$ cat src/rtl/mtc_pkg.sv
`timescale 1ns/1ps
package mtc_pkg;
  localparam int unsigned NUM_TAPS = 5;
  localparam int unsigned SMP_W    = 3;
  localparam int unsigned NAV_W    = 32;

  // Tap order along the delay line; the punctual index selects the data-bit source.
  typedef enum logic [2:0] {
    TAP_VE = 3'd0,
    TAP_E  = 3'd1,
    TAP_P  = 3'd2,
    TAP_L  = 3'd3,
    TAP_VL = 3'd4
  } tap_e;
endpackage

$ cat src/rtl/mtc_code_delay.sv
`timescale 1ns/1ps
module mtc_code_delay
  import mtc_pkg::*;
#(
  parameter int unsigned MAX_SPACING = 8,
  parameter int unsigned SPW         = $clog2(MAX_SPACING + 1) + 1
) (
  input  logic                clk,
  input  logic                rst_n,
  input  logic                valid,
  input  logic                chip_in,
  input  logic [SPW-1:0]      spacing,
  output logic [NUM_TAPS-1:0] taps
);
  localparam int unsigned DEPTH = (NUM_TAPS - 1) * MAX_SPACING;
  localparam int unsigned DW    = $clog2(DEPTH + 1);

  logic [DEPTH-1:0] line_q;
  logic [DEPTH-1:0] line_d;
  logic [DEPTH:0]   hist;
  logic [SPW-1:0]   sp_eff;
  logic [DW-1:0]    sp_w;

  // Clamp the requested spacing to what the line can reach
  always_comb begin
    sp_eff = spacing;
    if (spacing > SPW'(MAX_SPACING)) begin
      sp_eff = SPW'(MAX_SPACING);
    end
    sp_w = DW'(sp_eff);
  end

  // Next state: shift one chip per valid sample, bit 0 is one sample old
  always_comb begin
    line_d = line_q;
    if (valid) begin
      line_d = {line_q[DEPTH-2:0], chip_in};
    end
  end

  always_ff @(posedge clk or negedge rst_n) begin
    if (!rst_n) begin
      line_q <= '0;
    end else begin
      line_q <= line_d;
    end
  end

  // Index 0 of hist is the live chip, index d is the chip d samples back
  always_comb begin
    hist = {line_q, chip_in};
    for (int k = 0; k < NUM_TAPS; k++) begin
      taps[k] = hist[DW'(k) * sp_w];
    end
  end

  AST_LINE_HOLD: assert property (@(posedge clk) disable iff (!rst_n)
    !valid |=> $stable(line_q));

endmodule

$ cat src/rtl/mtc_lane.sv
`timescale 1ns/1ps
module mtc_lane #(
  parameter int unsigned ACC_W = 16
) (
  input  logic                    clk,
  input  logic                    rst_n,
  input  logic                    valid,
  input  logic                    epoch,
  input  logic                    chip,
  input  logic signed [2:0]       smp_i,
  input  logic signed [2:0]       smp_q,
  output logic                    acc_i_neg,
  output logic signed [ACC_W-1:0] hold_i,
  output logic signed [ACC_W-1:0] hold_q
);
  logic signed [ACC_W-1:0] ext_i;
  logic signed [ACC_W-1:0] ext_q;
  logic signed [ACC_W-1:0] prod_i;
  logic signed [ACC_W-1:0] prod_q;
  logic signed [ACC_W-1:0] acc_i;
  logic signed [ACC_W-1:0] acc_q;
  logic signed [ACC_W-1:0] acc_i_d;
  logic signed [ACC_W-1:0] acc_q_d;
  logic signed [ACC_W-1:0] hold_i_d;
  logic signed [ACC_W-1:0] hold_q_d;

  // Chip 1 passes the sample, chip 0 negates it
  always_comb begin
    ext_i  = {{(ACC_W-3){smp_i[2]}}, smp_i};
    ext_q  = {{(ACC_W-3){smp_q[2]}}, smp_q};
    prod_i = chip ? ext_i : -ext_i;
    prod_q = chip ? ext_q : -ext_q;
  end

  always_comb begin
    acc_i_d  = acc_i;
    acc_q_d  = acc_q;
    hold_i_d = hold_i;
    hold_q_d = hold_q;
    if (epoch) begin
      hold_i_d = acc_i;
      hold_q_d = acc_q;
      acc_i_d  = valid ? prod_i : '0;
      acc_q_d  = valid ? prod_q : '0;
    end else if (valid) begin
      acc_i_d  = acc_i + prod_i;
      acc_q_d  = acc_q + prod_q;
    end
  end

  always_ff @(posedge clk or negedge rst_n) begin
    if (!rst_n) begin
      acc_i  <= '0;
      acc_q  <= '0;
      hold_i <= '0;
      hold_q <= '0;
    end else begin
      acc_i  <= acc_i_d;
      acc_q  <= acc_q_d;
      hold_i <= hold_i_d;
      hold_q <= hold_q_d;
    end
  end

  assign acc_i_neg = acc_i[ACC_W-1];

  AST_ACC_IDLE: assert property (@(posedge clk) disable iff (!rst_n)
    (!valid && !epoch) |=> ($stable(acc_i) && $stable(acc_q)));

  AST_HOLD_STEADY: assert property (@(posedge clk) disable iff (!rst_n)
    !epoch |=> ($stable(hold_i) && $stable(hold_q)));

endmodule

$ cat src/rtl/mtc_navbits.sv
`timescale 1ns/1ps
module mtc_navbits
  import mtc_pkg::*;
(
  input  logic             clk,
  input  logic             rst_n,
  input  logic             epoch,
  input  logic             bit_in,
  input  logic             clr,
  output logic [NAV_W-1:0] word,
  output logic             full
);
  localparam int unsigned CW = $clog2(NAV_W + 1);

  logic [CW-1:0]    cnt_q;
  logic [CW-1:0]    cnt_d;
  logic [CW-1:0]    base;
  logic [NAV_W-1:0] word_d;
  logic             full_d;

  always_comb begin
    base   = clr ? '0 : cnt_q;
    cnt_d  = base;
    word_d = word;
    full_d = clr ? 1'b0 : full;
    if (epoch && (base < CW'(NAV_W))) begin
      word_d = {word[NAV_W-2:0], bit_in};
      cnt_d  = base + CW'(1);
      full_d = (cnt_d == CW'(NAV_W));
    end
  end

  always_ff @(posedge clk or negedge rst_n) begin
    if (!rst_n) begin
      cnt_q <= '0;
      word  <= '0;
      full  <= 1'b0;
    end else begin
      cnt_q <= cnt_d;
      word  <= word_d;
      full  <= full_d;
    end
  end

  AST_NAV_FROZEN: assert property (@(posedge clk) disable iff (!rst_n)
    (full && !clr) |=> $stable(word));

  AST_NAV_FULL_COUNT: assert property (@(posedge clk) disable iff (!rst_n)
    full |-> (cnt_q == CW'(NAV_W)));

  AST_NAV_CLEAR: assert property (@(posedge clk) disable iff (!rst_n)
    (clr && !epoch) |=> !full);

endmodule

$ cat src/rtl/mtc_correlator.sv
`timescale 1ns/1ps
module mtc_correlator
  import mtc_pkg::*;
#(
  parameter int unsigned MAX_SAMPLES = 40960,
  parameter int unsigned MAX_SPACING = 8,
  parameter int unsigned ACC_W       = $clog2(MAX_SAMPLES) + 4,
  parameter int unsigned SPW         = $clog2(MAX_SPACING + 1) + 1
) (
  input  logic                        clk,
  input  logic                        rst_n,
  input  logic                        smp_valid,
  input  logic [SMP_W-1:0]            smp_i,
  input  logic [SMP_W-1:0]            smp_q,
  input  logic                        chip_in,
  input  logic [SPW-1:0]              spacing,
  input  logic                        epoch,
  input  logic                        rd_ack,
  output logic [NUM_TAPS*ACC_W-1:0]   obs_i,
  output logic [NUM_TAPS*ACC_W-1:0]   obs_q,
  output logic                        obs_ready,
  input  logic                        nav_rd,
  output logic [NAV_W-1:0]            nav_word,
  output logic                        nav_full
);
  logic [1:0]          rst_sync;
  logic                core_rst_n;
  logic [NUM_TAPS-1:0] taps;
  logic [NUM_TAPS-1:0] neg;
  logic                ready_d;

  // Asynchronous assertion, synchronous release
  always_ff @(posedge clk or negedge rst_n) begin
    if (!rst_n) begin
      rst_sync <= 2'b00;
    end else begin
      rst_sync <= {rst_sync[0], 1'b1};
    end
  end
  assign core_rst_n = rst_sync[1];

  mtc_code_delay #(
    .MAX_SPACING (MAX_SPACING),
    .SPW         (SPW)
  ) u_delay (
    .clk     (clk),
    .rst_n   (core_rst_n),
    .valid   (smp_valid),
    .chip_in (chip_in),
    .spacing (spacing),
    .taps    (taps)
  );

  for (genvar k = 0; k < NUM_TAPS; k++) begin : g_tap
    mtc_lane #(
      .ACC_W (ACC_W)
    ) u_lane (
      .clk       (clk),
      .rst_n     (core_rst_n),
      .valid     (smp_valid),
      .epoch     (epoch),
      .chip      (taps[k]),
      .smp_i     (smp_i),
      .smp_q     (smp_q),
      .acc_i_neg (neg[k]),
      .hold_i    (obs_i[k*ACC_W +: ACC_W]),
      .hold_q    (obs_q[k*ACC_W +: ACC_W])
    );
  end

  mtc_navbits u_nav (
    .clk    (clk),
    .rst_n  (core_rst_n),
    .epoch  (epoch),
    .bit_in (neg[int'(TAP_P)]),
    .clr    (nav_rd),
    .word   (nav_word),
    .full   (nav_full)
  );

  // Ready flag: epoch wins over a simultaneous read
  always_comb begin
    ready_d = obs_ready;
    if (epoch) begin
      ready_d = 1'b1;
    end else if (rd_ack) begin
      ready_d = 1'b0;
    end
  end

  always_ff @(posedge clk or negedge core_rst_n) begin
    if (!core_rst_n) begin
      obs_ready <= 1'b0;
    end else begin
      obs_ready <= ready_d;
    end
  end

  AST_READY_SET: assert property (@(posedge clk) disable iff (!core_rst_n)
    epoch |=> obs_ready);

  AST_READY_CLR: assert property (@(posedge clk) disable iff (!core_rst_n)
    (rd_ack && !epoch) |=> !obs_ready);

endmodule

$ cat config.mk
export PLATFORM = sky130hd
export DESIGN_NAME = mtc_correlator
export DESIGN_NICKNAME = d
export VERILOG_FILES = /design/src/rtl/mtc_pkg.sv /design/src/rtl/mtc_code_delay.sv /design/src/rtl/mtc_lane.sv /design/src/rtl/mtc_navbits.sv /design/src/rtl/mtc_correlator.sv
export SDC_FILE = /design/constraint.sdc
export NUM_CORES = 1
export LEC_CHECK = 0
export CAP_MARGIN = 20
export CORE_MARGIN = 2
export CORE_UTILIZATION = 30
export CTS_CLUSTER_DIAMETER = 120
export DETAILED_ROUTE_END_ITERATION = 8
export HOLD_SLACK_MARGIN = 0.02
export PLACE_DENSITY = 0.47
export SYNTH_ARGS = -nofsm -noshare
export SYNTH_HDL_FRONTEND = slang
export SYNTH_SLANG_ARGS = --single-unit
$ cat constraint.sdc
create_clock -name clk -period 17.32 [get_ports clk]
set_input_delay 3.464 -clock clk [delete_from_list [all_inputs] [get_ports clk]]
set_output_delay 3.464 -clock clk [all_outputs]
set_load 0.03 [all_outputs]
==> impl_metrics.toml, run 1 <==
[power_and_ir_drop]
power.net_switching_mw = 2.61
internal-power_mw = 3.78
p_leak_nw = 15.7
power.total_mw = 6.38
swShare_pct = 40.9
irDropWorstVdd_mv = 0.0858
p_comb_share_pct = 49.8
p_per_area_mw_per_mm2 = 189
seq_power_share_pct = 29.9
clockPowerShare_pct = 20.4

[setup_path]
rrSetupSlack_ns = 12.09
worstPathCellList = "clkdlybuf4s50_1 > nor2_1 > inv_1 > ha_1 > o21a_1 > nor2_4 > mux4_2 > o211a_1 > o31ai_4 > o31ai_4 > buf_4 > a21oi_1 > inv_1 > ha_1 > or3_1 > o31a_1 > a21oi_1 > o21ai_0 > nor4_1 > o41a_1 > nand3b_1 > mux2_1 > nand4_1"
path_buf_inv = 4
cp-start-kind = "primary input"
cpLargestDelayFamily = "compound AO/OA/AOI/OAI gates"
worst-endpoint-arrival_ns = 10.31
r2r-end = "g_tap[3].u_lane.acc_i[19]"
r2r_start = "u_delay.line_q[14]"
critPathCaptureType = "register"
slowest_stage = "nor2_1"
cp.required_ns = 17.85
critical_path_class = "in -> reg"
reg2reg_depth = 20
cpPeakStageDelay_ns = 0.62
crit_fanout = 13

[synth]
synth_top_cell_by_area = "dfrtp_1"
ys_ff_latch = 474
syn_area_mm2 = 0.0278
yosys-top-cells-area = "dfrtp_1 (43%), mux2_2 (10%), ha_1 (9.0%), mux2i_1 (4.6%), o21ai_0 (4.6%)"
synth_most_common_cell = "dfrtp_1"
yosysWarnings = 0
synth-main-ff-cell = "dfrtp_1"
synth_cells = 2697
synth_seq_area_share_pct = 42.7
syn_area_per_cell_um2 = 10.3
ys_async_sr_fraction_pct = 100
syn_nets = 2925
synth_edf_count = 0
synthDistinctLibCells = 78
synth_top_area_share_pct = 42.7
yosys-top-cells-count = "dfrtp_1 (474), o21ai_0 (254), nand2_1 (252)"

[sta]
worst_slew_margin_rel_pct = 24.9
fin_tns_setup_ns = 0
tightest_slew_ns = 1.13
finalClockSkew_ns = 0.0295
hold_violations = 0
period_minus_slack_ns = 9.77
period_share_pct = 56.4
max_clock_freq_mhz = 102
grt_setup_unrepaired = "no"
maxSlewViolCount = 0
hold_ws_ns = 0.350
setup_viol = 0

[clock_tree]
ctsHoldBuffers = 0
cts_root_buffer = "clkbuf_16"
path_clk_slew_ns = 0.06
ctsResizeCount = 0
clock_path_buffers = 3
tritoncts = "yes"
clk_latency_ns = 0.62
cts_setup_buffers = 0
htreeDepth = 2
numCtsBuffers = 58
cts_sinks = 474

[drt]
drtIter0Drc = 1087
drtPass1Iterations = 5
vias = 21322
ant_nets = 0
avgViaCountPerCell = 5.05
drt-total-wl_um = 82200
drc = 0
avgRoutedWirePerCell_um = 19.4

[global_route]
grt_max_degree = 161
grt_util_all_layers_pct = 17.2
grt_pass1_wl_um = 129000
antenna_found_initial = 1
grt_pass1_vias = 21860
grt_overflow = 0

[worst_hold_path]
hold_end = "rst_sync[1]"
worstHoldStart = "rst_sync[0]"
min_path_type = "reg -> reg"
min_path_cells = 0

[finish]
layout-drive-gt1-share_pct = 14.0
num_antenna_cells = 0
final_area_mm2 = 0.0339
syn2layout_area_growth_pct = 21.8
n_fill_cell = 9123
num-nets-final = 3165

[floorplan]
core_mm2 = 0.0918
dieWidth_um = 308
boundaryPins = 252
start_util_pct = 30.3
die_area_mm2 = 0.0951
rows = 111
die_h_um = 308

[placement]
gp_congestion = 0.842
portBuffers = 251
place_area_mm2 = 0.0318
dp_hpwl_um = 57400

[run]
maxCapViolCount = 0

[status]
status = "finished clean"
-- state kept, by name, summed over array words and instances, names as in the netlist --
| signal | cells |
|---|---|
| g_tap.u_lane.acc_i | 100 |
| g_tap.u_lane.acc_q | 100 |
| g_tap.u_lane.hold_i | 100 |
| g_tap.u_lane.hold_q | 100 |
| obs_ready | 1 |
| rst_sync | 2 |
| u_delay.line_q | 32 |
| u_nav.cnt_q | 6 |
| u_nav.full | 1 |
| u_nav.word | 32 |
-- power by group through the flow --
stage	registers (mW)	clock network [mW]	logic, mW
after floorplan	2.20	0	1.89
after global placement	1.93	0	3.13
after detailed placement	1.94	0	3.18
after CTS	1.92	1.35	3.19
after global routing	1.97	1.39	3.50
final	1.91	1.30	3.18
-- logic make-up (layout without fill, tap and decap cells) --
group	after synthesis	after routing	synth area share (%)
simple gates	607	607	9.92
flops	474	474	42.7
compound gates	691	691	15.1
xor+xnor	160	160	5.04
mux	383	383	15.2
fa+ha+maj	210	210	9.72
other cells	1	1	0.0135
buf+inv	171	457	2.35
-- worst reg2reg max path, stage by stage (launching register included) --
cell      delay (ns)
dfrtp_1         0.39
mux2_2          0.27
o22ai_1         0.15
a21oi_1         0.07
o311ai_0        0.44
nor3_1          0.15
o31ai_4         0.23
o31ai_4         0.11
buf_4           0.21
a21oi_1         0.38
inv_1           0.18
ha_1            0.26
or3_1           0.37
o31a_1          0.34
a21oi_1         0.24
o21ai_0         0.16
nor4_1          0.38
o41a_1          0.32
nand3b_1        0.10
mux2_1          0.32
nand4_1         0.10
-- how the worst max path moves through the flow --
stage                startpoint                        end  slack, ns  cells past startpoint
floorplan           rst_sync[1]   g_tap[0].u_lane.acc_i[0]       3.13                      0
global placement     spacing[4]  g_tap[3].u_lane.acc_q[19]       7.16                     23
detailed placement   spacing[3]  g_tap[3].u_lane.acc_q[19]       7.02                     23
CTS                  spacing[3]  g_tap[3].u_lane.acc_q[19]       7.62                     23
global route         spacing[3]  g_tap[3].u_lane.acc_i[19]       6.96                     23
finish               spacing[3]  g_tap[3].u_lane.acc_i[19]       7.55                     23
-- cells in the final DEF, fill, tap and decap left out, types with 11 or more instances in the layout --
master	synthesis	final
nor2_1	153	151
clkbuf_8	0	15
buf_4	1	31
a21oi_1	181	181
clkdlybuf4s50_1	0	249
xor2_1	45	45
nor3_1	44	44
nand2_1	252	251
o21bai_1	28	28
o211ai_1	24	24
o21a_1	21	21
o21ai_0	254	253
a21o_1	69	69
o22ai_1	11	11
inv_1	65	64
nand3_1	27	27
ha_1	200	200
mux2i_1	128	128
clkinv_2	0	13
and3_1	18	18
a211oi_1	11	11
xnor2_1	115	115
mux2_2	246	246
dfrtp_1	474	473
nor2b_1	26	26
nand2b_1	14	14
clkbuf_16	0	59
or3_1	19	19
-- layout make-up --
type / count / area, um2 / share of cell area, %
clock buffer: 81 / 1710 / 5.05
clock inverter: 25 / 337 / 0.994
inverter: 65 / 246 / 0.728
multi-input combinational: 2052 / 15300 / 45.2
sequential: 474 / 11900 / 35.0
tap: 1243 / 1560 / 4.59
timing repair buffer: 286 / 2840 / 8.38
-- stage by stage --
| stage | worst slack [ns] | std cells | util [%] |
|---|---|---|---|
| floorplan | 3.13 | 2697 | - |
| global placement | 7.16 | 4117 | 34.6 |
| detailed placement | 7.02 | 4119 | 34.6 |
| CTS | 7.62 | 4225 | 36.9 |
| global route | 6.96 | 4226 | 36.9 |
| finish | 7.55 | 4226 | 36.9 |
-- metal layers --
layer,global-route usage [%],wire length [um],vias to the layer above,part of all wire (%)
li1,-,-,10216,-
met1,22.7,37500,10635,46
met2,29.1,39500,374,48
met3,3.32,3850,95,4.7
met4,3.68,1370,2,1.7
met5,0,13,-,0.016
(Power assumes the default switching activity.)
==> run 2, diff against run 1 <==
==> constraint.sdc (replaced) <==
create_clock -name clk -period 9.95 [get_ports clk]
set_input_delay 1.99 -clock clk [delete_from_list [all_inputs] [get_ports clk]]
set_output_delay 1.99 -clock clk [all_outputs]
set_load 0.03 [all_outputs]
==> run 2 against run 1 <==
Effect of this change: non-clock buffer count down 1; critical path depth down 2; wire length up 0.81%; combinational power up 74%; count of clock-buffer cells in the layout down 1; sequential power up 74%; register-to-register slack worse by 7.4 ns; via count up 0.17%; global-route usage up 0.13 points; clock power up 78%; power up 75%; critical endpoint is now g_tap[3].u_lane.acc_i[18]; largest power group unchanged.
==> impl_metrics.toml, run 2 (synthesized netlist as in run 1, its figures left out) <==
[drt]
avgViaCountPerCell = 5.05
drtPass1Iterations = 5
drt-total-wl_um = 82900
vias = 21359
ant_nets = 0
drtIter0Drc = 1090
avgRoutedWirePerCell_um = 19.6
drc = 0

[floorplan]
dieWidth_um = 308
boundaryPins = 252
die_area_mm2 = 0.0951
start_util_pct = 30.3
core_mm2 = 0.0918
die_h_um = 308
rows = 111

[finish]
n_fill_cell = 9045
final_common_cell = "dfrtp_1"
final_cell_mix = "dfrtp_1 (473), o21ai_0 (253), nand2_1 (251)"
regArea_mm2 = 0.0119
multi_input_area_mm2 = 0.0153
final_util_pct = 36.9
num_antenna_cells = 0
num-nets-final = 3164
syn2layout_area_growth_pct = 22.0
instances_no_fill = 4227
layout-drive-gt1-share_pct = 14.0

[sta]
setup_viol = 0
period_minus_slack_ns = 8.37
period_share_pct = 84.1
max_clock_freq_mhz = 119
worst_slew_margin_rel_pct = 27.1
hold_ws_ns = 0.261
finalClockSkew_ns = 0.0156
hold_violations = 0
tightest_slew_ns = 1.09
fin_tns_setup_ns = 0
maxSlewViolCount = 0
grt_setup_unrepaired = "no"

[placement]
dp_hpwl_um = 57300
dp_cells = 4117
portBuffers = 251
gp_congestion = 0.852

[setup_path]
crit_path_start = "spacing[3]"
r2r_start = "u_delay.line_q[31]"
reg2reg_depth = 16
cp-start-kind = "primary input"
worstPathCellList = "clkdlybuf4s50_1 > nor2_1 > inv_1 > ha_1 > nor3_2 > nor2_4 > o41ai_1 > a21oi_1 > o31ai_4 > mux2_2 > fa_1 > a21o_1 > a21o_1 > a21oi_1 > nor3_1 > o41ai_1 > o21ai_0 > a21o_1 > a21oi_1 > xor2_1 > o211ai_1"
critPathCaptureType = "register"
slowest_stage = "o31ai_4"
rrSetupSlack_ns = 4.71
cp.required_ns = 10.41
critPathCapture = "g_tap[3].u_lane.acc_i[18]"
worst-endpoint-arrival_ns = 8.83
critical_path_class = "in -> reg"
r2r-end = "g_tap[3].u_lane.acc_i[18]"
crit_fanout = 13
cpPeakStageDelay_ns = 0.81

[global_route]
grt_pass1_vias = 21968
grt_pass1_wl_um = 129000
grt_util_all_layers_pct = 17.3
antenna_found_initial = 4
grt_max_degree = 152
grt_overflow = 0

[worst_hold_path]
min_path_type = "reg -> async"

[power_and_ir_drop]
power.total_mw = 11.2
irDropWorstVdd_mv = 0.147
p_per_area_mw_per_mm2 = 329
p_leak_nw = 15.7

[clock_tree]
numCtsBuffers = 58
cts_root_buffer = "clkbuf_16"
cts_setup_buffers = 0
ctsResizeCount = 0
clock_path_buffers = 3
ctsHoldBuffers = 0
tritoncts = "yes"
htreeDepth = 2
cts_sinks = 474
path_clk_slew_ns = 0.06
clk_latency_ns = 0.63

[run]
maxCapViolCount = 0

[status]
status = "finished clean"
==> run 2: cell type report <==
cell class	instances	share of cell area, %
clock inverter	28	1.21
tap	1243	4.59
timing repair buffer	285	8.40
multi-input combinational	2052	45.1
clock buffer	80	4.94
inverter	65	0.727
sequential	474	35.0
==> run 2: critical path: cells and delay by family <==
family,cells,cell delay [ns]
adder cells (fa/ha/maj),2,0.85
AND/OR/NAND/NOR,4,1.10
multiplexers,1,0.45
buffers and inverters,2,0.84
AO/OA/AOI/OAI,11,3.42
XOR/XNOR,1,0.16
==> run 2: stage by stage <==
step           instance area [um2]  worst slack [ns]
6_report                     33900              1.58
5_1_grt                      33900              1.01
4_1_cts                      33900              1.63
3_5_place_dp                 31800             0.968
3_3_place_gp                 31800              1.10
2_1_floorplan                27800              2.23
==> run 2: routing by layer <==
metal | GRT usage [%] | share of wire (%) | vias to the layer above
li1 | - | - | 10238
met5 | 0 | 0.036 | -
met3 | 4.12 | 5.5 | 104
met1 | 22.4 | 44 | 10635
met4 | 4.54 | 2.3 | 6
met2 | 28.9 | 48 | 376
==> run 2: worst min path at each step <==
| stage | from | to | slack [ns] | cells after the start |
|---|---|---|---|---|
| after floorplan | rst_sync[0] | rst_sync[1] | 0.33 | 0 |
| after global placement | rst_sync[1] | g_tap[2].u_lane.hold_i[12] | 0.28 | 0 |
| after detailed placement | rst_sync[1] | g_tap[2].u_lane.hold_i[12] | 0.28 | 0 |
| after CTS | rst_sync[1] | g_tap[2].u_lane.acc_i[12] | 0.28 | 0 |
| after global routing | rst_sync[1] | g_tap[2].u_lane.acc_i[12] | 0.30 | 0 |
| final | rst_sync[1] | g_tap[2].u_lane.hold_i[12] | 0.26 | 0 |
==> run 2: power by group <==
part           total (mW)  leakage [nW]  switching [mW]  internal, mW
sequential           3.32          6.07           0.668          2.65
clock                2.32          1.03           0.886          1.43
combinational        5.52          8.59            3.00          2.52
total                11.2          15.7            4.56          6.61
